## config.mk

```make
export PLATFORM = sky130hd
export DESIGN_NAME = irq_flag_ctrl
export DESIGN_NICKNAME = d
export VERILOG_FILES = /design/src/rtl/irq_flag_pkg.sv /design/src/rtl/irq_flag_cell.sv /design/src/rtl/irq_summary.sv /design/src/rtl/irq_flag_ctrl.sv
export SDC_FILE = /design/constraint.sdc
export NUM_CORES = 1
export LEC_CHECK = 0
export ABC_AREA = 1
export ABC_CLOCK_PERIOD_IN_PS = 860
export CAP_MARGIN = 40
export CELL_PAD_IN_SITES_DETAIL_PLACEMENT = 1
export CELL_PAD_IN_SITES_GLOBAL_PLACEMENT = 2
export CORE_UTILIZATION = 13
export DETAILED_ROUTE_END_ITERATION = 8
export PLACE_DENSITY_LB_ADDON = 0.1
export SETUP_SLACK_MARGIN = 0.05
export SLEW_MARGIN = 20
export SYNTH_ARGS = -nofsm -noshare
export SYNTH_HDL_FRONTEND = slang
export SYNTH_SLANG_ARGS = --single-unit
```

## constraint.sdc

```tcl
create_clock -name clk -period 0.86 [get_ports clk]
set_clock_uncertainty 0.05 [all_clocks]
set_input_delay 0.172 -clock clk [delete_from_list [all_inputs] [get_ports clk]]
set_output_delay 0.172 -clock clk [all_outputs]
set_load 0.005 [all_outputs]
```

## src/rtl/irq_flag_pkg.sv

```systemverilog
package irq_flag_pkg;
    // Source indices inside the flag vector
    localparam int NSRC     = 3;
    localparam int SRC_UPD  = 0;
    localparam int SRC_ALM  = 1;
    localparam int SRC_PER  = 2;
    // Register layout: flags start at bit FLAG_LSB, summary at SUM_BIT
    localparam int FLAG_LSB = 4;
    localparam int SUM_BIT  = FLAG_LSB + NSRC;

    typedef struct packed {
        logic [NSRC-1:0] flags;
        logic            irqf;
    } ifc_state_t;
endpackage

```

## src/rtl/irq_flag_cell.sv

```systemverilog
// Next-value logic for one sticky flag: set by event, cleared by read,
// event wins over a clear in the same cycle.
module irq_flag_cell (
    input  logic clk,
    input  logic rst_n,
    input  logic ev,
    input  logic rd,
    input  logic flag_q,
    output logic flag_d
);
    always_comb begin
        flag_d = flag_q;
        if (rd) begin
            flag_d = 1'b0;
        end
        if (ev) begin
            flag_d = 1'b1;
        end
    end

    // an event always leaves the flag set
    p_event_sets_r2: assert property (@(posedge clk) disable iff (!rst_n)
        ev |=> flag_q);
    // without a read the flag is sticky
    p_sticky_r9: assert property (@(posedge clk) disable iff (!rst_n)
        (flag_q && !rd) |=> flag_q);
    // a read with no event clears the flag
    p_read_clears_r6: assert property (@(posedge clk) disable iff (!rst_n)
        (rd && !ev) |=> !flag_q);
endmodule

```

## src/rtl/irq_summary.sv

```systemverilog
// Combines next flag values with enables into the next summary bit.
module irq_summary #(
    parameter int N = 3
) (
    input  logic [N-1:0] flags_d,
    input  logic [N-1:0] en,
    output logic         irqf_d
);
    logic [N-1:0] pend;

    generate
        for (genvar i = 0; i < N; i++) begin : g_pend
            assign pend[i] = flags_d[i] & en[i];
        end
    endgenerate

    always_comb begin
        irqf_d = |pend;
    end
endmodule

```

## src/rtl/irq_flag_ctrl.sv

```systemverilog
module irq_flag_ctrl
    import irq_flag_pkg::*;
#(
    parameter int DATA_W = 8
) (
    input  logic              clk,
    input  logic              rst_n,
    input  logic              ev_periodic,
    input  logic              ev_alarm,
    input  logic              ev_update,
    input  logic              en_periodic,
    input  logic              en_alarm,
    input  logic              en_update,
    input  logic              flag_rd,
    output logic [DATA_W-1:0] flag_reg,
    output logic              irq_n
);
    localparam int ZERO_W = FLAG_LSB;

    ifc_state_t      state_d, state_q;
    logic [NSRC-1:0] ev_vec;
    logic [NSRC-1:0] en_vec;
    logic [NSRC-1:0] flags_nx;
    logic            irqf_nx;

    always_comb begin
        ev_vec          = '0;
        en_vec          = '0;
        ev_vec[SRC_UPD] = ev_update;
        ev_vec[SRC_ALM] = ev_alarm;
        ev_vec[SRC_PER] = ev_periodic;
        en_vec[SRC_UPD] = en_update;
        en_vec[SRC_ALM] = en_alarm;
        en_vec[SRC_PER] = en_periodic;
    end

    generate
        for (genvar i = 0; i < NSRC; i++) begin : g_cell
            irq_flag_cell u_cell (
                .clk    (clk),
                .rst_n  (rst_n),
                .ev     (ev_vec[i]),
                .rd     (flag_rd),
                .flag_q (state_q.flags[i]),
                .flag_d (flags_nx[i])
            );
        end
    endgenerate

    irq_summary #(.N(NSRC)) u_sum (
        .flags_d (flags_nx),
        .en      (en_vec),
        .irqf_d  (irqf_nx)
    );

    always_comb begin
        state_d       = state_q;
        state_d.flags = flags_nx;
        state_d.irqf  = irqf_nx;
    end

    always_ff @(posedge clk) begin
        if (!rst_n) begin
            state_q <= '0;
        end else begin
            state_q <= state_d;
        end
    end

    always_comb begin
        flag_reg                          = '0;
        flag_reg[ZERO_W-1:0]              = '0;
        flag_reg[FLAG_LSB +: NSRC]        = state_q.flags;
        flag_reg[SUM_BIT]                 = state_q.irqf;
        irq_n                             = ~state_q.irqf;
    end

    // summary implies a flag whose enable was high at the setting edge
    p_summary_cause_r4: assert property (@(posedge clk) disable iff (!rst_n)
        state_q.irqf |-> ((state_q.flags & $past(en_vec)) != '0));
    // a read with no enabled event releases the request line
    p_release_r6: assert property (@(posedge clk) disable iff (!rst_n)
        (flag_rd && ((ev_vec & en_vec) == '0)) |=> irq_n);
    // with every enable low the request line stays released
    p_masked_r8: assert property (@(posedge clk) disable iff (!rst_n)
        (en_vec == '0) |=> irq_n);
    // low nibble reads zero
    p_low_zero_r3: assert property (@(posedge clk) disable iff (!rst_n)
        flag_reg[ZERO_W-1:0] == '0);
endmodule

```

==> qor.tcl, run 1 <==
set qor(largest_register_ff_count) 4
set qor(final_antenna_net_count) 0
set qor(syn_inst) 33
set qor(worst_ep_arrival_time_ns) 0.68
set qor(grt_overflow) 0
set qor(run_status) {complete, but fails checks}
set qor(postCtsHoldBufs) 0
set qor(share_of_final_layout_standard_cells_stronger_than_drive_strength_1_pct) 58.0
set qor(placementRows) 14
set qor(vdd.ir_drop.worst_mv) 0.329
set qor(insertion_delay_to_the_later_sink_of_the_worst_skew_pair_ns) 0.23
set qor(finish.utilization_pct) 27.2
set qor(maximum_fanout_encountered_on_the_critical_timing_path) 2
set qor(stdcell_count) 66
set qor(pre_cts_ws_ns) -0.355
set qor(clock_tree.buffer_depth) 2
set qor(layout.cell_area.non_filler_um2) 424
set qor(cp-start-kind) {flip-flop}
set qor(drt-vias-per-instance) 3.56
set qor(detail_route.wl_per_cell_um) 8.39
set qor(avgSynthCellArea_um2) 6.82
set qor(post-route-worst-setup-slack_ns) -0.0435
set qor(finalHoldViolCount) 0
set qor(synth_cell_type_count) 9
set qor(routed_wl_um) 554
set qor(worstReg2RegEnd) {flag_reg[7]}
set qor(power.share.combinational_pct) 24.4
set qor(syn_to_final_growth_pct) 88.3
set qor(ios) 18
set qor(route.vias.total) 235
set qor(worstReg2RegStart) {flag_reg[6]}
set qor(period_minus_slack_ns) 0.903
set qor(setup.worst_path.class) {flip-flop to output port}
set qor(report.power.total_uw) 575
set qor(htree_num_levels) 1
set qor(maxCapViolations) 0
set qor(die_w_um) 43.6
set qor(gp_routability_congestion) 0.592
set qor(min_path_type) {primary input to flip-flop}
set qor(tritoncts) {built}
set qor(die_h_um) 43.6
set qor(areal_power_density_over_the_cells_nw_per_um2) 1360
set qor(drtIter0Drc) 2
set qor(power.leakage_nw) 0.243
set qor(setup.worst_path.end_class) {output port}
set qor(hold-path-cell-count) 4
set qor(synth-seq-cells) 4
set qor(grt_pass1_wl_um) 855
set qor(first_global_vias) 229
set qor(die_area_um2) 1900
set qor(worstRegToRegCells) 7
set qor(area_inside_the_core_boundary_um2) 1560
set qor(power_frac_clock_pct) 39.1
set qor(post_synthesis_cell_area_um2) 225
set qor(cts_root_cell) {sky130_fd_sc_hd__clkbuf_4}
set qor(min_from) {ev_alarm}
set qor(critPathRequiredTime_ns) 0.64
set qor(dp.cells) 62
set qor(seq_power_share_pct) 36.5
set qor(drv_slew) 0
set qor(max_clock_freq_ghz) 1.11
set qor(grt_setup_unrepaired) {true}
set qor(synth_seq_area_share_pct) 35.6
set qor(netSwitchingFraction_pct) 23.4
set qor(switchingPower_uw) 135
set qor(total_routing_usage_reported_by_global_routing_pct) 6.44
set qor(cellInternalPower_uw) 440
set qor(tritoncts.num_buffers) 3
set qor(final_min_period_over_clock_period_pct) 105
set qor(yosys_warnings) 0
set qor(reg2reg_setup_slack_ns) -0.03
set qor(holdPathEnd) {flag_reg[5]}
set qor(start_util_pct) 14.4
set qor(grt_antenna_before_repair) 0
set qor(clock_sinks) 4
set qor(dpl_cell_area_um2) 364
set qor(buffer_ports.inserted) 13
set qor(dr.pass1.iters) 5
set qor(drc) 2
set qor(grt_max_degree) 4
set qor(insertedDiodeCount) 0
set qor(clk_transition_reported_paths_ns) 0.04
set qor(fill_count) 201
set qor(final-setup-viol-count) 6
set qor(failed_checks) {design-rule violations, negative setup slack}
set qor(final_stage_net_count) 61
## worst max-delay path, cell delays in order (launching register included)
cell and delay [ns]:
sky130_fd_sc_hd__dfxtp_2 0.31, sky130_fd_sc_hd__inv_1 0.03, sky130_fd_sc_hd__buf_2 0.11
## cells by family (layout without fill, tap and decap cells)
logic type | Yosys count | after routing | synth area share [%]
simple gates | 11 | 11 | 21.1
other cells | 1 | 4 | 1.67
buf+inv | 14 | 28 | 35.0
compound gates | 3 | 3 | 6.66
flops | 4 | 4 | 35.6
## metal layers
metal	share of wire, %	routed length (um)	GRT usage [%]	up-vias
met5	0	0	0	-
met4	0	0	7.50	0
met3	11	61	0	0
met2	58	320	11.3	12
met1	31	171	6.33	105
li1	-	-	-	118
## final cells by class
| cell class | count | area (um^2) | area share [%] |
|---|---|---|---|
| well taps | 16 | 20.0 | 4.72 |
| clock buffers | 3 | 22.5 | 5.31 |
| multi-input cells | 18 | 115 | 27.1 |
| inverters | 7 | 26.3 | 6.19 |
| repair buffers | 18 | 155 | 36.6 |
| flip-flops and latches | 4 | 85.1 | 20.1 |
## repair_timing
action	4_1_cts	5_1_grt
setup buffers	1	0
pin swaps	7	6
gates resized for setup	29	11
setup endpoints to repair	6	9
gates cloned	0	0
## through the flow
| step | hold WS (ns) | setup TNS, ns |
|---|---|---|
| 2_1_floorplan | 0.220 | 0 |
| 5_1_grt | 0.271 | -0.380 |
| 6_report | 0.267 | -0.155 |
| 4_1_cts | 0.322 | -0.253 |
| 3_3_place_gp | 0.538 | -1.63 |
| 3_5_place_dp | 0.544 | -1.66 |
## worst max path at each step
stage                start           to  slack [ns]  depth (start not counted)
5_1_grt        flag_reg[6]  flag_reg[7]       -0.10                          7
2_1_floorplan  flag_reg[5]  flag_reg[7]        0.12                          6
3_5_place_dp       flag_rd  flag_reg[7]       -0.35                          8
3_3_place_gp       flag_rd  flag_reg[7]       -0.34                          8
6_report       flag_reg[7]        irq_n       -0.04                          2
4_1_cts        flag_reg[6]  flag_reg[7]       -0.07                          7
## power groups by stage
| stage | combinational, mW | sequential, mW | clock, mW |
|---|---|---|---|
| finish | 0.140 | 0.210 | 0.225 |
| CTS | 0.125 | 0.209 | 0.241 |
| global placement | 0.128 | 0.208 | 0 |
| detailed placement | 0.129 | 0.209 | 0 |
| global route | 0.154 | 0.212 | 0.257 |
| floorplan | 0.0615 | 0.209 | 0 |
## synthesized netlist by cell type
cell / number / area (um^2)
sky130_fd_sc_hd__nand2_1: 8 / 30.0
sky130_fd_sc_hd__buf_4: 7 / 52.6
sky130_fd_sc_hd__inv_1: 6 / 22.5
sky130_fd_sc_hd__dfxtp_1: 4 / 80.1
sky130_fd_sc_hd__a21oi_1: 3 / 15.0
sky130_fd_sc_hd__nand2_2: 2 / 12.5
sky130_fd_sc_hd__conb_1: 1 / 3.75
sky130_fd_sc_hd__inv_2: 1 / 3.75
sky130_fd_sc_hd__nand3_1: 1 / 5.00
## layout by cell type (no fill, tap or decap), types with 3 or more instances in the layout
master                            instances
sky130_fd_sc_hd__clkdlybuf4s50_1          6
sky130_fd_sc_hd__buf_6                    3
sky130_fd_sc_hd__nand2_4                  3
sky130_fd_sc_hd__dfxtp_2                  4
sky130_fd_sc_hd__conb_1                   4
sky130_fd_sc_hd__clkbuf_4                 3
sky130_fd_sc_hd__nand2_2                  6
sky130_fd_sc_hd__buf_2                    5
sky130_fd_sc_hd__inv_1                    5
sky130_fd_sc_hd__a21oi_1                  3
No activity file was read; power rests on OpenSTA's default activity.
==> run 2: changes to the inputs <==
- CORE_AREA: not set -> 2 2 39 41
- CORE_UTILIZATION: 13 -> not set
- DIE_AREA: not set -> 0 0 41 43
- DONT_BUFFER_PORTS: not set -> 1
==> run 2 against run 1 <==
Net effect:
- the flow finishes with violations (negative setup slack)
- global-route usage shrank 0.22 points
- maximum frequency grew 2.9%
- first-iteration DRC count is the same
- clock power shrank 2%
- wire length shrank 22%
- sequential cell count is the same
- largest cell class is now flip-flops and latches
- highest routed layer unchanged
==> qor.tcl, run 2 (synthesized netlist as in run 1, its figures left out) <==
set qor(cp-start-kind) {flip-flop} ;# unchanged
set qor(critical_path_buf_inv_count) 1 ;# was 2
set qor(die_area_um2) 1760 ;# was 1900 um^2
set qor(grt_antenna_before_repair) 0 ;# unchanged
set qor(htree_num_levels) 1 ;# unchanged
set qor(run_status) {complete, but fails checks} ;# unchanged
set qor(failed_checks) {negative setup slack} ;# was design-rule violations, negative setup slack
set qor(post-route-worst-setup-slack_ns) -0.0179 ;# was -0.0435 ns
set qor(maxCapViolations) 0 ;# unchanged
set qor(die_w_um) 41 ;# was 43.6 um
set qor(cp_slowest_cell) {sky130_fd_sc_hd__dfxtp_2} ;# unchanged
set qor(setup.worst_path.end_class) {output port} ;# unchanged
set qor(first_global_vias) 166 ;# was 229
set qor(grt_setup_unrepaired) {true} ;# unchanged
set qor(setup.worst_path.class) {flip-flop to output port} ;# unchanged
set qor(drt-vias-per-instance) 3.33 ;# was 3.56
set qor(cts_root_cell) {sky130_fd_sc_hd__clkbuf_4} ;# unchanged
set qor(final_min_period_over_clock_period_pct) 102 ;# was 105%
set qor(critPathTopFamily) {flip-flops} ;# unchanged
set qor(grt_pass1_wl_um) 655 ;# was 855 um
set qor(total_routing_usage_reported_by_global_routing_pct) 6.22 ;# was 6.44%
set qor(insertion_delay_to_the_later_sink_of_the_worst_skew_pair_ns) 0.23 ;# about the same
set qor(routed_wl_um) 430 ;# was 554 um
set qor(crit_path_cell_trace) {buf_6} ;# was inv_1 -> buf_2
set qor(dr.pass1.iters) 2 ;# was 5
set qor(finish.utilization_pct) 19.5 ;# was 27.2%
set qor(buffer_ports.inserted) 0 ;# was 13
set qor(max_clock_freq_ghz) 1.14 ;# was 1.11 GHz
set qor(grt_overflow) 0 ;# unchanged
set qor(period_minus_slack_ns) 0.878 ;# was 0.903 ns
set qor(die_h_um) 43 ;# was 43.6 um
set qor(maximum_fanout_encountered_on_the_critical_timing_path) 2 ;# unchanged
set qor(final_antenna_net_count) 0 ;# unchanged
set qor(grt_max_degree) 4 ;# unchanged
set qor(vdd.ir_drop.worst_mv) 0.314 ;# was 0.329 mV
set qor(finalHoldViolCount) 0 ;# unchanged
set qor(clock_tree.buffer_depth) 2 ;# unchanged
set qor(ios) 18 ;# unchanged
set qor(gp_routability_congestion) 0.612 ;# was 0.592
set qor(report.power.total_uw) 499 ;# was 575 uW
set qor(critPathRequiredTime_ns) 0.64 ;# about the same
set qor(drc) 0 ;# was 2
set qor(clk_transition_reported_paths_ns) 0.03 ;# was 0.04 ns
set qor(worst_ep_arrival_time_ns) 0.66 ;# was 0.68 ns
set qor(tritoncts) {built} ;# unchanged
set qor(areal_power_density_over_the_cells_nw_per_um2) 1840 ;# was 1360 nW/um^2
set qor(insertedDiodeCount) 0 ;# unchanged
set qor(placementRows) 14 ;# unchanged
set qor(share_of_final_layout_standard_cells_stronger_than_drive_strength_1_pct) 45.7 ;# was 58.0%
set qor(start_util_pct) 16.3 ;# was 14.4%
set qor(final_stage_net_count) 46 ;# was 61
set qor(layout_commonest_cell) {sky130_fd_sc_hd__nand2_1}
set qor(syn_to_final_growth_pct) 20.0 ;# was 88.3%
set qor(clock_sinks) 4 ;# unchanged
set qor(tritoncts.num_buffers) 3 ;# unchanged
set qor(detail_route.wl_per_cell_um) 8.43 ;# was 8.39 um
set qor(final-setup-viol-count) 3 ;# was 6
set qor(dp.final_hpwl_um) 386
set qor(power.leakage_nw) 0.148 ;# was 0.243 nW
set qor(fill_count) 176 ;# was 201
set qor(drtIter0Drc) 2 ;# unchanged
set qor(drv_slew) 0 ;# unchanged
set qor(min_path_type) {primary input to flip-flop} ;# unchanged
set qor(max_stage_delay_ns) 0.32 ;# was 0.31 ns
set qor(pre_cts_ws_ns) 0.0380 ;# was -0.355 ns
set qor(route.vias.total) 170 ;# was 235
set qor(largest_register_ff_count) 4 ;# unchanged
set qor(layout.cells.most_common_list) {sky130_fd_sc_hd__nand2_1 (6), sky130_fd_sc_hd__inv_1 (5), sky130_fd_sc_hd__nand2_2 (4), sky130_fd_sc_hd__conb_1 (4), sky130_fd_sc_hd__dfxtp_2 (4)} ;# was sky130_fd_sc_hd__nand2_2 (6), sky130_fd_sc_hd__clkdlybuf4s50_1 (6), sky130_fd_sc_hd__inv_1 (5), sky130_fd_sc_hd__buf_2 (5)
set qor(area_inside_the_core_boundary_um2) 1380 ;# was 1560 um^2
run 2: timing repair:
| item | in CTS | in global routing |
|---|---|---|
| gates cloned | 0 | 0 |
| setup endpoints to repair | 5 | 6 |
| endpoints found under the hold margin | 0 | 0 |
| setup buffers | 0 | 0 |
| resized for setup | 9 | 1 |
| hold buffers | 0 | 0 |
| pin swaps | 0 | 1 |
run 2: metrics by stage:
stage / setup TNS (ns) / hold slack [ns] / cell area [um^2] / instances
final: -0.0478 / 0.00648 / 270 / 51
after global routing: -0.148 / 0.00106 / 270 / 51
after CTS: -0.0785 / 0.00235 / 268 / 51
after floorplan: 0 / 0.220 / 236 / 36
after detailed placement: 0 / 0.244 / 226 / 48
after global placement: 0 / 0.242 / 226 / 48
run 2: layout make-up:
class | instances | area, um^2 | share of cell area (%)
Sequential cell | 4 | 85.1 | 31.5
Multi-Input combinational cell | 18 | 82.6 | 30.6
Timing Repair Buffer | 3 | 33.8 | 12.5
Inverter | 7 | 26.3 | 9.72
Clock buffer | 3 | 22.5 | 8.33
Tap cell | 16 | 20.0 | 7.41
run 2: path summary, 6_finish.rpt:
check                           slack, ns        start     endpoint  cells after the start
worst max-delay path                -0.02  flag_reg[4]  flag_reg[4]                      1
worst min-delay path                0.006        rst_n  flag_reg[7]                      2
worst max register to register       0.05  flag_reg[4]  flag_reg[7]                      6
worst min register to register       0.43  flag_reg[6]  flag_reg[6]                      2
run 2: where the power goes:
part	leakage [nW]	switching, mW	total (mW)	internal (mW)
Clock	0.0138	0.0659	0.221	0.155
Sequential	0.0343	0.0107	0.214	0.203
Combinational	0.100	0.0329	0.0637	0.0309
run 2: per-layer routing:
layer,GRT usage (%),share of wire (%)
met2,5.31,46
met5,0,0
met3,3.14,11
met4,8.00,0
met1,8.65,42
